===== config.mk =====
export PLATFORM = sky130hd
export DESIGN_NAME = tsmem_capture_store
export DESIGN_NICKNAME = d
export VERILOG_FILES = /design/src/rtl/tsmem_pkg.sv /design/src/rtl/tsmem_addr_dec.sv /design/src/rtl/tsmem_entry.sv /design/src/rtl/tsmem_rd_port.sv /design/src/rtl/tsmem_capture_store.sv
export SDC_FILE = /design/constraint.sdc
export NUM_CORES = 2
export LEC_CHECK = 0
export BUFFER_PORTS_ARGS = -buffer_cell sky130_fd_sc_hd__buf_2
export CORE_MARGIN = 2
export CORE_UTILIZATION = 45
export DETAILED_ROUTE_END_ITERATION = 8
export SYNTH_ARGS = -nofsm -noshare
export SYNTH_HDL_FRONTEND = slang
export SYNTH_SLANG_ARGS = --single-unit

===== constraint.sdc =====
create_clock -name clk -period 2.7 [get_ports clk]
set_clock_uncertainty 0.15 [all_clocks]
set_input_delay 0.405 -clock clk [delete_from_list [all_inputs] [get_ports clk]]
set_output_delay 0.405 -clock clk [all_outputs]
set_load 0.03 [all_outputs]

===== src/rtl/tsmem_pkg.sv =====
package tsmem_pkg;
    localparam int TS_W    = 40;
    localparam int WORD_W  = 32;
    localparam int HI_W    = TS_W - WORD_W;
    localparam int PAD_W   = WORD_W - HI_W - 2;

    typedef enum logic {
        BANK_LO = 1'b0,
        BANK_HI = 1'b1
    } bank_e;

    typedef struct packed {
        logic [TS_W-1:0] stamp;
        logic            valid;
        logic            ovr;
    } slot_t;

    typedef struct packed {
        logic [WORD_W-1:0] word;
    } rd_t;
endpackage


===== src/rtl/tsmem_addr_dec.sv =====
module tsmem_addr_dec
    import tsmem_pkg::*;
#(
    parameter int IDX_W = 5
) (
    input  logic [IDX_W:0]   addr,
    output bank_e            bank,
    output logic [IDX_W-1:0] idx
);
    // top bit picks the word bank, the rest is {port, slot}
    assign bank = bank_e'(addr[IDX_W]);
    assign idx  = addr[IDX_W-1:0];
endmodule


===== src/rtl/tsmem_entry.sv =====
module tsmem_entry
    import tsmem_pkg::*;
(
    input  logic            clk,
    input  logic            rst_n,
    input  logic            cap_hit,
    input  logic [TS_W-1:0] cap_stamp,
    input  logic            clr_lo,
    input  logic            clr_hi,
    output slot_t           slot_o
);
    slot_t st_d, st_q;

    always_comb begin
        st_d = st_q;
        if (cap_hit) begin
            // a capture always wins over a clear of the same entry
            st_d.stamp = cap_stamp;
            st_d.valid = 1'b1;
            st_d.ovr   = st_q.ovr | st_q.valid;
        end else begin
            if (clr_lo) begin
                st_d.stamp[WORD_W-1:0] = '0;
            end
            if (clr_hi) begin
                st_d.stamp[TS_W-1:WORD_W] = '0;
                st_d.valid = 1'b0;
                st_d.ovr   = 1'b0;
            end
        end
    end

    always_ff @(posedge clk) begin
        if (!rst_n) begin
            st_q <= '0;
        end else begin
            st_q <= st_d;
        end
    end

    assign slot_o = st_q;
endmodule


===== src/rtl/tsmem_rd_port.sv =====
module tsmem_rd_port
    import tsmem_pkg::*;
#(
    parameter int IDX_W = 5,
    localparam int MAP  = 1 << IDX_W
) (
    input  logic              clk,
    input  logic              rst_n,
    input  logic              host_rd,
    input  bank_e             bank,
    input  logic [IDX_W-1:0]  idx,
    input  slot_t             slots_i [MAP],
    output logic [WORD_W-1:0] rdata
);
    rd_t   rd_d, rd_q;
    slot_t sel;

    always_comb begin
        rd_d = rd_q;
        sel  = slots_i[idx];
        if (host_rd) begin
            if (bank == BANK_HI) begin
                rd_d.word = {{PAD_W{1'b0}}, sel.ovr, sel.valid, sel.stamp[TS_W-1:WORD_W]};
            end else begin
                rd_d.word = sel.stamp[WORD_W-1:0];
            end
        end
    end

    always_ff @(posedge clk) begin
        if (!rst_n) begin
            rd_q <= '0;
        end else begin
            rd_q <= rd_d;
        end
    end

    assign rdata = rd_q.word;
endmodule


===== src/rtl/tsmem_capture_store.sv =====
module tsmem_capture_store
    import tsmem_pkg::*;
#(
    parameter int PORTS     = 4,
    parameter int SLOTS     = 8,
    parameter int TIMER_W   = 64,
    localparam int PORT_W   = (PORTS > 1) ? $clog2(PORTS) : 1,
    localparam int SLOT_W   = (SLOTS > 1) ? $clog2(SLOTS) : 1,
    localparam int IDX_W    = PORT_W + SLOT_W,
    localparam int ADDR_W   = IDX_W + 1,
    localparam int SPAN     = 1 << SLOT_W,
    localparam int MAP      = 1 << IDX_W
) (
    input  logic               clk,
    input  logic               rst_n,
    input  logic               cap_en,
    input  logic [PORT_W-1:0]  cap_port,
    input  logic [SLOT_W-1:0]  cap_slot,
    input  logic [TIMER_W-1:0] cap_timer,
    input  logic               host_wr,
    input  logic               host_rd,
    input  logic [ADDR_W-1:0]  host_addr,
    input  logic [WORD_W-1:0]  host_wdata,
    output logic [WORD_W-1:0]  host_rdata,
    output logic               any_overrun
);
    bank_e              bank;
    logic [IDX_W-1:0]   h_idx;
    logic [IDX_W-1:0]   cap_idx;
    logic               wr_zero;
    slot_t              slots [MAP];
    logic [MAP-1:0]     valid_vec;
    logic [MAP-1:0]     ovr_vec;
    logic [MAP*TS_W-1:0] stamp_flat;

    assign cap_idx = {cap_port, cap_slot};
    assign wr_zero = host_wr && (host_wdata == '0);

    tsmem_addr_dec #(.IDX_W(IDX_W)) u_dec (
        .addr (host_addr),
        .bank (bank),
        .idx  (h_idx)
    );

    for (genvar gi = 0; gi < MAP; gi++) begin : g_slot
        localparam int GP = gi / SPAN;
        localparam int GS = gi % SPAN;
        if (GP < PORTS && GS < SLOTS) begin : g_live
            tsmem_entry u_entry (
                .clk       (clk),
                .rst_n     (rst_n),
                .cap_hit   (cap_en && (cap_idx == IDX_W'(gi))),
                .cap_stamp (cap_timer[TS_W-1:0]),
                .clr_lo    (wr_zero && (bank == BANK_LO) && (h_idx == IDX_W'(gi))),
                .clr_hi    (wr_zero && (bank == BANK_HI) && (h_idx == IDX_W'(gi))),
                .slot_o    (slots[gi])
            );
        end else begin : g_hole
            // address holes from non power-of-two sizes read as zero
            assign slots[gi] = '0;
        end
        assign valid_vec[gi] = slots[gi].valid;
        assign ovr_vec[gi]   = slots[gi].ovr;
        assign stamp_flat[gi*TS_W +: TS_W] = slots[gi].stamp;
    end

    if (TIMER_W > TS_W) begin : g_timer_top
        logic unused_timer_top;
        assign unused_timer_top = ^cap_timer[TIMER_W-1:TS_W];
    end

    tsmem_rd_port #(.IDX_W(IDX_W)) u_rd (
        .clk     (clk),
        .rst_n   (rst_n),
        .host_rd (host_rd),
        .bank    (bank),
        .idx     (h_idx),
        .slots_i (slots),
        .rdata   (host_rdata)
    );

    assign any_overrun = |ovr_vec;
endmodule


-- Word level (Yosys, flattened, before mapping)
Cells that the tools add are included.
- flip-flop bits (word level): 1376
- bits in latches: 0
- RAM bits: 0
- bits in read-only memories: 0
- input port bits: 112
- output and inout bits: 33
- logic and storage cells: 525
- memories kept: 0
- $add $sub $neg: 0
- $mul: 0
- divide/modulo/power cells: 0
- order comparisons: 1
- equal/unequal tests: 62
- shift-type cells: 0
- muxes and demuxes: 132
- bitwise logic cells: 34
- reduce and logical (&&, ||, !) cells: 167
- operator list (cell ; number):
    2-to-1 mux 42 bit ; 34
    2-to-1 mux 32 bit ; 33
    2-to-1 mux 8 bit ; 32
    binary-select mux 42 bit (select 5 bit) ; 1
    equality test 5 bit, second input constant ; 32
    nonzero test 2 bit ; 64
    logical AND 1 bit ; 99
    equality test 5 x 4 -> 1 bit, second input constant ; 16
    2-to-1 mux 2 bit ; 32
    equality test 5 x 3 -> 1 bit, second input constant ; 8
    zero test 32 bit ; 1
    bitwise OR 1 bit ; 32
    OR reduction 32 bit ; 1
    equality test 5 x 2 -> 1 bit, second input constant ; 4
    equality test 5 x 1 -> 1 bit, second input constant ; 2
    zero test 5 bit ; 2
    greater-or-equal comparator 6 bit, second input constant ; 1
    NOT 5 -> 6 bit ; 1
    NOT 1 bit ; 1

-- Longest topological paths before layout
- depth in word-level cells: 6
- depth in mapped cells: 10
- gate-level depth less buffers: 5

-- Hierarchy
Synthesis repeated with hierarchy kept, for this count alone.
- cells, all modules: 7160
- area, all modules: 80223.2 µm²
- modules (own cells, without submodules) (module ; times used ; cells each ; area each (µm²)):
    tsmem_entry ; 32 ; 187 ; 2069.5
    tsmem_rd_port ; 1 ; 919 ; 12080.3
    tsmem_capture_store ; 1 ; 251 ; 1874.3
    tsmem_addr_dec ; 1 ; 6 ; 45.0

-- Worst setup path before layout
Ideal clock, no wire load.
- path kind: input-to-reg
- start: in host_addr[0]
- end: reg u_rd.rd_q (netlist bit u_rd.rdata[9])
- library setup time: 0.145 ns
- arrival time: 2.008 ns
- path slack: 0.397 ns
- stages on the path: 8
- path buffers: 3
- cell sequence: buf_6 > buf_8 > buf_2 > mux4_2 > a221oi_1 > o21ai_0 > o211ai_1 > o311ai_0
- word-level cells in the longest chain between the ends: 5
- RTL lines (element ; line ; text):
    start, declared ; tsmem_capture_store.sv:22 ; input logic [ADDR_W-1:0] host_addr,
    NOT 5 -> 6 bit (implied by the code) ; tsmem_rd_port.sv:20 ; sel = slots_i[idx];
    binary-select mux 42 bit (select 5 bit) ; tsmem_rd_port.sv:20 ;
    2-to-1 mux 42 bit (implied by the code) (2 in a row) ; tsmem_rd_port.sv:20 ;
    2-to-1 mux 32 bit ; tsmem_rd_port.sv:22 ; if (bank == BANK_HI) begin
    end signal, assigned ; tsmem_rd_port.sv:34 ; rd_q <= rd_d;
    end, declared ; tsmem_rd_port.sv:15 ; rd_t rd_d, rd_q;
Every way passes these cells. The select of a mux whose other input is x is not followed.
A chain may end at the register's enable or synchronous reset.

-- Final worst setup path
- start: reg g_slot[4].g_live.u_entry.st_q (netlist bit g_slot[4].g_live.u_entry.slot_o[0])
- end: out any_overrun
- word-level cells in the longest chain between the ends: 1
- RTL lines (element ; line ; text):
    start, declared ; tsmem_entry.sv:12 ; slot_t st_d, st_q;
    start signal, assigned ; tsmem_entry.sv:37 ; st_q <= st_d;
    OR reduction 32 bit ; tsmem_capture_store.sv:82 ; assign any_overrun = |ovr_vec;
    end, declared ; tsmem_capture_store.sv:25 ; output logic any_overrun
Every way passes these cells.

==> parameters.txt <==
Parameter                              Value

STA
  Setup TNS    0 ns
  Setup repair after global routing missed its margin    no
  Tcrit/Tclk final    a little over nine tenths
  Measured slew at the worst slew-check pin    1.42 ns
  Hold violation count in the final report    0
  Min Tclk post-route    ~2.7 ns
  Worst relative slew slack    5.29%
  Maximum clock frequency    0.375 GHz
  Count of pins over their slew limit    0
  Final setup vio count    0
  Final setup slack of the worst path    around 0.03 ns

Setup path
  Critical path arrival    2.12 ns
  Source of the worst register-to-register timing path    g_slot[31].g_live.u_entry.slot_o[3]
  Worst r2r path cells    5
  Ordered list of cells on the worst path    nor4_4 -> nand4_1 -> or2_4 -> buf_4
  Bufs and invs on worst path    1
  Crit. path cell count    4
  Classification of the worst setup path    flop to output port
  Critical Path Source    g_slot[4].g_live.u_entry.slot_o[0]
  Cell type group with the largest total delay on the critical path    simple AND/OR/NAND/NOR gates
  Crit Reg-Reg Endpoint    u_rd.rdata[1]
  Delay of the slowest cell on the worst path    around 0.34 ns
  Maximum net fanout on the critical path    3
  Startpoint types    flop
  Sort of element at the end of the critical path    output port
  Worst-path cell with the longest stage delay    sky130_fd_sc_hd__dfxtp_2
  R2r setup slk    0.29 ns
  Req. time, crit path    between 2 and 2.5 ns

Floorplan
  Number of top-level design ports    145
  DIE HEIGHT    366 um
  Horizontal extent of the die    366 um
  Floorplan core area    130000 um^2
  Area enclosed by the die boundary    134000 um^2
  Floorplan row count    about 130
  Starting utilization of the core area    45.5%

Place
  Dpl ws    -0.322 ns
  DP Wirelength    148 mm
  Final weighted congestion in routability-driven placement    0.918
  I/O Buffers    120
  Number of placed cells counting well taps    7457

Min path
  Hold Path Origin    cap_timer[0]
  Type of the worst min-delay path    input pin to flop
  Hold Path Stages    4
  Hold Path Sink    g_slot[1].g_live.u_entry.slot_o[2]

Power and ir drop
  Pwr per Cell Area    641 nW/um^2
  VDD IR-drop max    0.623 mV
  Static leakage    24.6 nW

Synth
  Post-synth top flop    sky130_fd_sc_hd__dfxtp_1
  Fraction of synthesis flops using an asynchronous set or reset pin    0%
  Count of yosys warnings during synthesis    0
  Post-synthesis sequential element count    1376
  Synthesized instance count    5825
  Post-synth design cell area    59100 um^2
  Count of unique library cells instantiated by Yosys    65
  Fraction of the mapped netlist area in compound gates    approximately a quarter
  Main combinational cell family by area after synthesis    compound AO/OA/AOI/OAI gates
  Simple-gate share of the synthesized area    8.02%
  Count of flip-flops with a built-in enable after synthesis    0
  Adder-Cell Fraction of Synth Area    0%
  Average cell area after synthesis    10.1 um^2
  Post-synthesis share of cell area spent on xor and xnor gates    0%
  Synthesized netlist net count    5937
  Multiplexer share of the synthesized area    between 10% and 20%
  Post-synthesis sequential area ratio    46.6%

Routing
  Post-detailed-route count of antenna-violating nets    0
  Routed WL per cell    32.2 um
  Number of DRC markers in iteration 0    7231
  Post-detailed-route DRC marker count    3
  Vias per cell    6.86
  Aggregate routed wire length    roughly 250 mm
  Initial DRT Pass Iterations    9
  Via count of the routed design    53200

Clock network
  Total clock sinks    1376
  Clock root buffer master    sky130_fd_sc_hd__clkbuf_16
  H-tree level count    4
  Clock transition at path regs    0.06 ns
  Clock latency reported for the late side of the worst-skew pair    0.80 ns
  Bufs on Longest Clock Path    3
  TritonCTS clock tree    built
  TritonCTS Buffers    around 150

Global route
  Global-route wire length before repair    359 mm
  Total gr overflow    0
  Antenna violations before repair    9
  Total Routing Usage GR    36.1%
  Pin count of the biggest net entering global routing    between 150 and 200
  Vias in the first global route    51100

Cells and area
  Count of placed standard cells in the final layout, fillers left out    7761
  Fill count    11200
  Proportion of layout cells with a drive suffix above 1    21.6%
  Fin nets    6009
  Area growth from synthesis to final layout    18.9%
  Most frequent cells in the layout    1373 x sky130_fd_sc_hd__dfxtp_1, 843 x sky130_fd_sc_hd__nand2_1, 570 x sky130_fd_sc_hd__a21oi_1
  Most frequent standard cell in the layout excluding fill and tap cells    sky130_fd_sc_hd__dfxtp_1

Flow run
  Maxcap violations    0

Run status
  Result of the run    complete, but fails checks
  Violated checks    DRC
metrics by stage:
step	power, W	util (%)	hold slack, ns	instance area (um^2)
2_1_floorplan	0.0227	-	0.277	59100
5_1_grt	0.0460	54.1	0.0377	70200
4_1_cts	0.0450	54.1	0.0141	70200
3_3_place_gp	0.0243	50.0	0.278	64900
3_5_place_dp	0.0244	50.0	0.281	64900
6_report	0.0450	54.1	0.0412	70200
worst max path at each step:
stage / slack (ns) / end
finish: 0.03 / any_overrun
global route: 0.0007 / any_overrun
CTS: 0.03 / any_overrun
detailed placement: -0.32 / u_rd.rdata[8]
global placement: -0.32 / u_rd.rdata[8]
floorplan: 0.40 / u_rd.rdata[9]
state kept, by name (all words and copies together), names as in the netlist:
signal	flops
u_rd.rdata	32
g_slot.g_live.u_entry.slot_o	1344
tightest hold or removal path: stages:
cell and delay (ns):
sky130_fd_sc_hd__buf_2 0.17, sky130_fd_sc_hd__buf_4 0.23, sky130_fd_sc_hd__nand2_1 0.08, sky130_fd_sc_hd__a21oi_1 0.06
layout make-up:
| class | instances | area [um^2] | area share (%) |
|---|---|---|---|
| diodes | 2 | 5.00 | 0.00713 |
| inverters | 12 | 53.8 | 0.0766 |
| well taps | 1742 | 2180 | 3.10 |
| multi-input cells | 3699 | 28800 | 40.9 |
| clock inverters | 48 | 551 | 0.784 |
| flip-flops and latches | 1376 | 27600 | 39.2 |
| repair buffers | 660 | 6730 | 9.58 |
| clock buffers | 222 | 4420 | 6.29 |
synthesized netlist by cell type, types with 7 or more instances:
| cell | number | area (um^2) |
|---|---|---|
| sky130_fd_sc_hd__dfxtp_1 | 1376 | 27500 |
| sky130_fd_sc_hd__nand2_1 | 862 | 3240 |
| sky130_fd_sc_hd__a21oi_1 | 570 | 2850 |
| sky130_fd_sc_hd__o211ai_1 | 543 | 4080 |
| sky130_fd_sc_hd__a22o_1 | 498 | 4360 |
| sky130_fd_sc_hd__clkbuf_1 | 441 | 1660 |
| sky130_fd_sc_hd__mux4_2 | 326 | 7340 |
| sky130_fd_sc_hd__o22ai_1 | 284 | 1780 |
| sky130_fd_sc_hd__buf_2 | 166 | 831 |
| sky130_fd_sc_hd__mux2i_1 | 138 | 1380 |
| sky130_fd_sc_hd__buf_1 | 67 | 251 |
| sky130_fd_sc_hd__nor2_1 | 64 | 240 |
| sky130_fd_sc_hd__nand3_1 | 61 | 305 |
| sky130_fd_sc_hd__and2_1 | 41 | 257 |
| sky130_fd_sc_hd__buf_4 | 34 | 255 |
| sky130_fd_sc_hd__o21ai_0 | 29 | 145 |
| sky130_fd_sc_hd__a22oi_1 | 26 | 195 |
| sky130_fd_sc_hd__o31ai_1 | 24 | 180 |
| sky130_fd_sc_hd__nor2b_1 | 19 | 119 |
| sky130_fd_sc_hd__o21ai_1 | 19 | 95.1 |
| sky130_fd_sc_hd__o221ai_1 | 16 | 140 |
| sky130_fd_sc_hd__nand4_1 | 15 | 93.8 |
| sky130_fd_sc_hd__o2bb2ai_1 | 15 | 131 |
| sky130_fd_sc_hd__buf_6 | 14 | 158 |
| sky130_fd_sc_hd__nor4_1 | 14 | 87.6 |
| sky130_fd_sc_hd__a211oi_1 | 13 | 97.6 |
| sky130_fd_sc_hd__clkbuf_2 | 13 | 65.1 |
| sky130_fd_sc_hd__a211o_1 | 12 | 105 |
| sky130_fd_sc_hd__a211oi_2 | 12 | 150 |
| sky130_fd_sc_hd__inv_1 | 11 | 41.3 |
| sky130_fd_sc_hd__nor3_1 | 10 | 50.1 |
| sky130_fd_sc_hd__a2111oi_0 | 8 | 70.1 |
| sky130_fd_sc_hd__and3_1 | 7 | 43.8 |
| sky130_fd_sc_hd__nand2b_1 | 7 | 43.8 |
| sky130_fd_sc_hd__nor3_2 | 7 | 70.1 |
| sky130_fd_sc_hd__o21ai_2 | 7 | 61.3 |
repair_timing:
action                     CTS  global route
gates resized for setup      2             9
pin swaps                    0             4
hold buffers                32             0
setup buffers                0             0
setup endpoints to repair    1             1
hold endpoints to repair   510             0
cell families after synthesis:
kind of cell    after synthesis
compound gates             2104
flops                      1376
simple gates               1127
buf+inv                     750
mux                         468
metal layers:
metal	share of wire [%]	wire, um	vias to the layer above	global-route usage (%)
li1	-	-	22100	-
met1	38	96000	26300	47.8
met2	43	107000	3853	53.4
met3	13	32500	856	10.7
met4	5.7	14200	14	18.4
met5	0.049	123	-	0
where the power goes:
group | internal [W] | total, W | switching [W]
Clock | 0.0121 | 0.0210 | 0.00882
Sequential | 0.0205 | 0.0206 | 0.0000922
Combinational | 0.00117 | 0.00352 | 0.00236
Total | 0.0338 | 0.0450 | 0.0113
No activity file was read; power rests on OpenSTA's default activity.
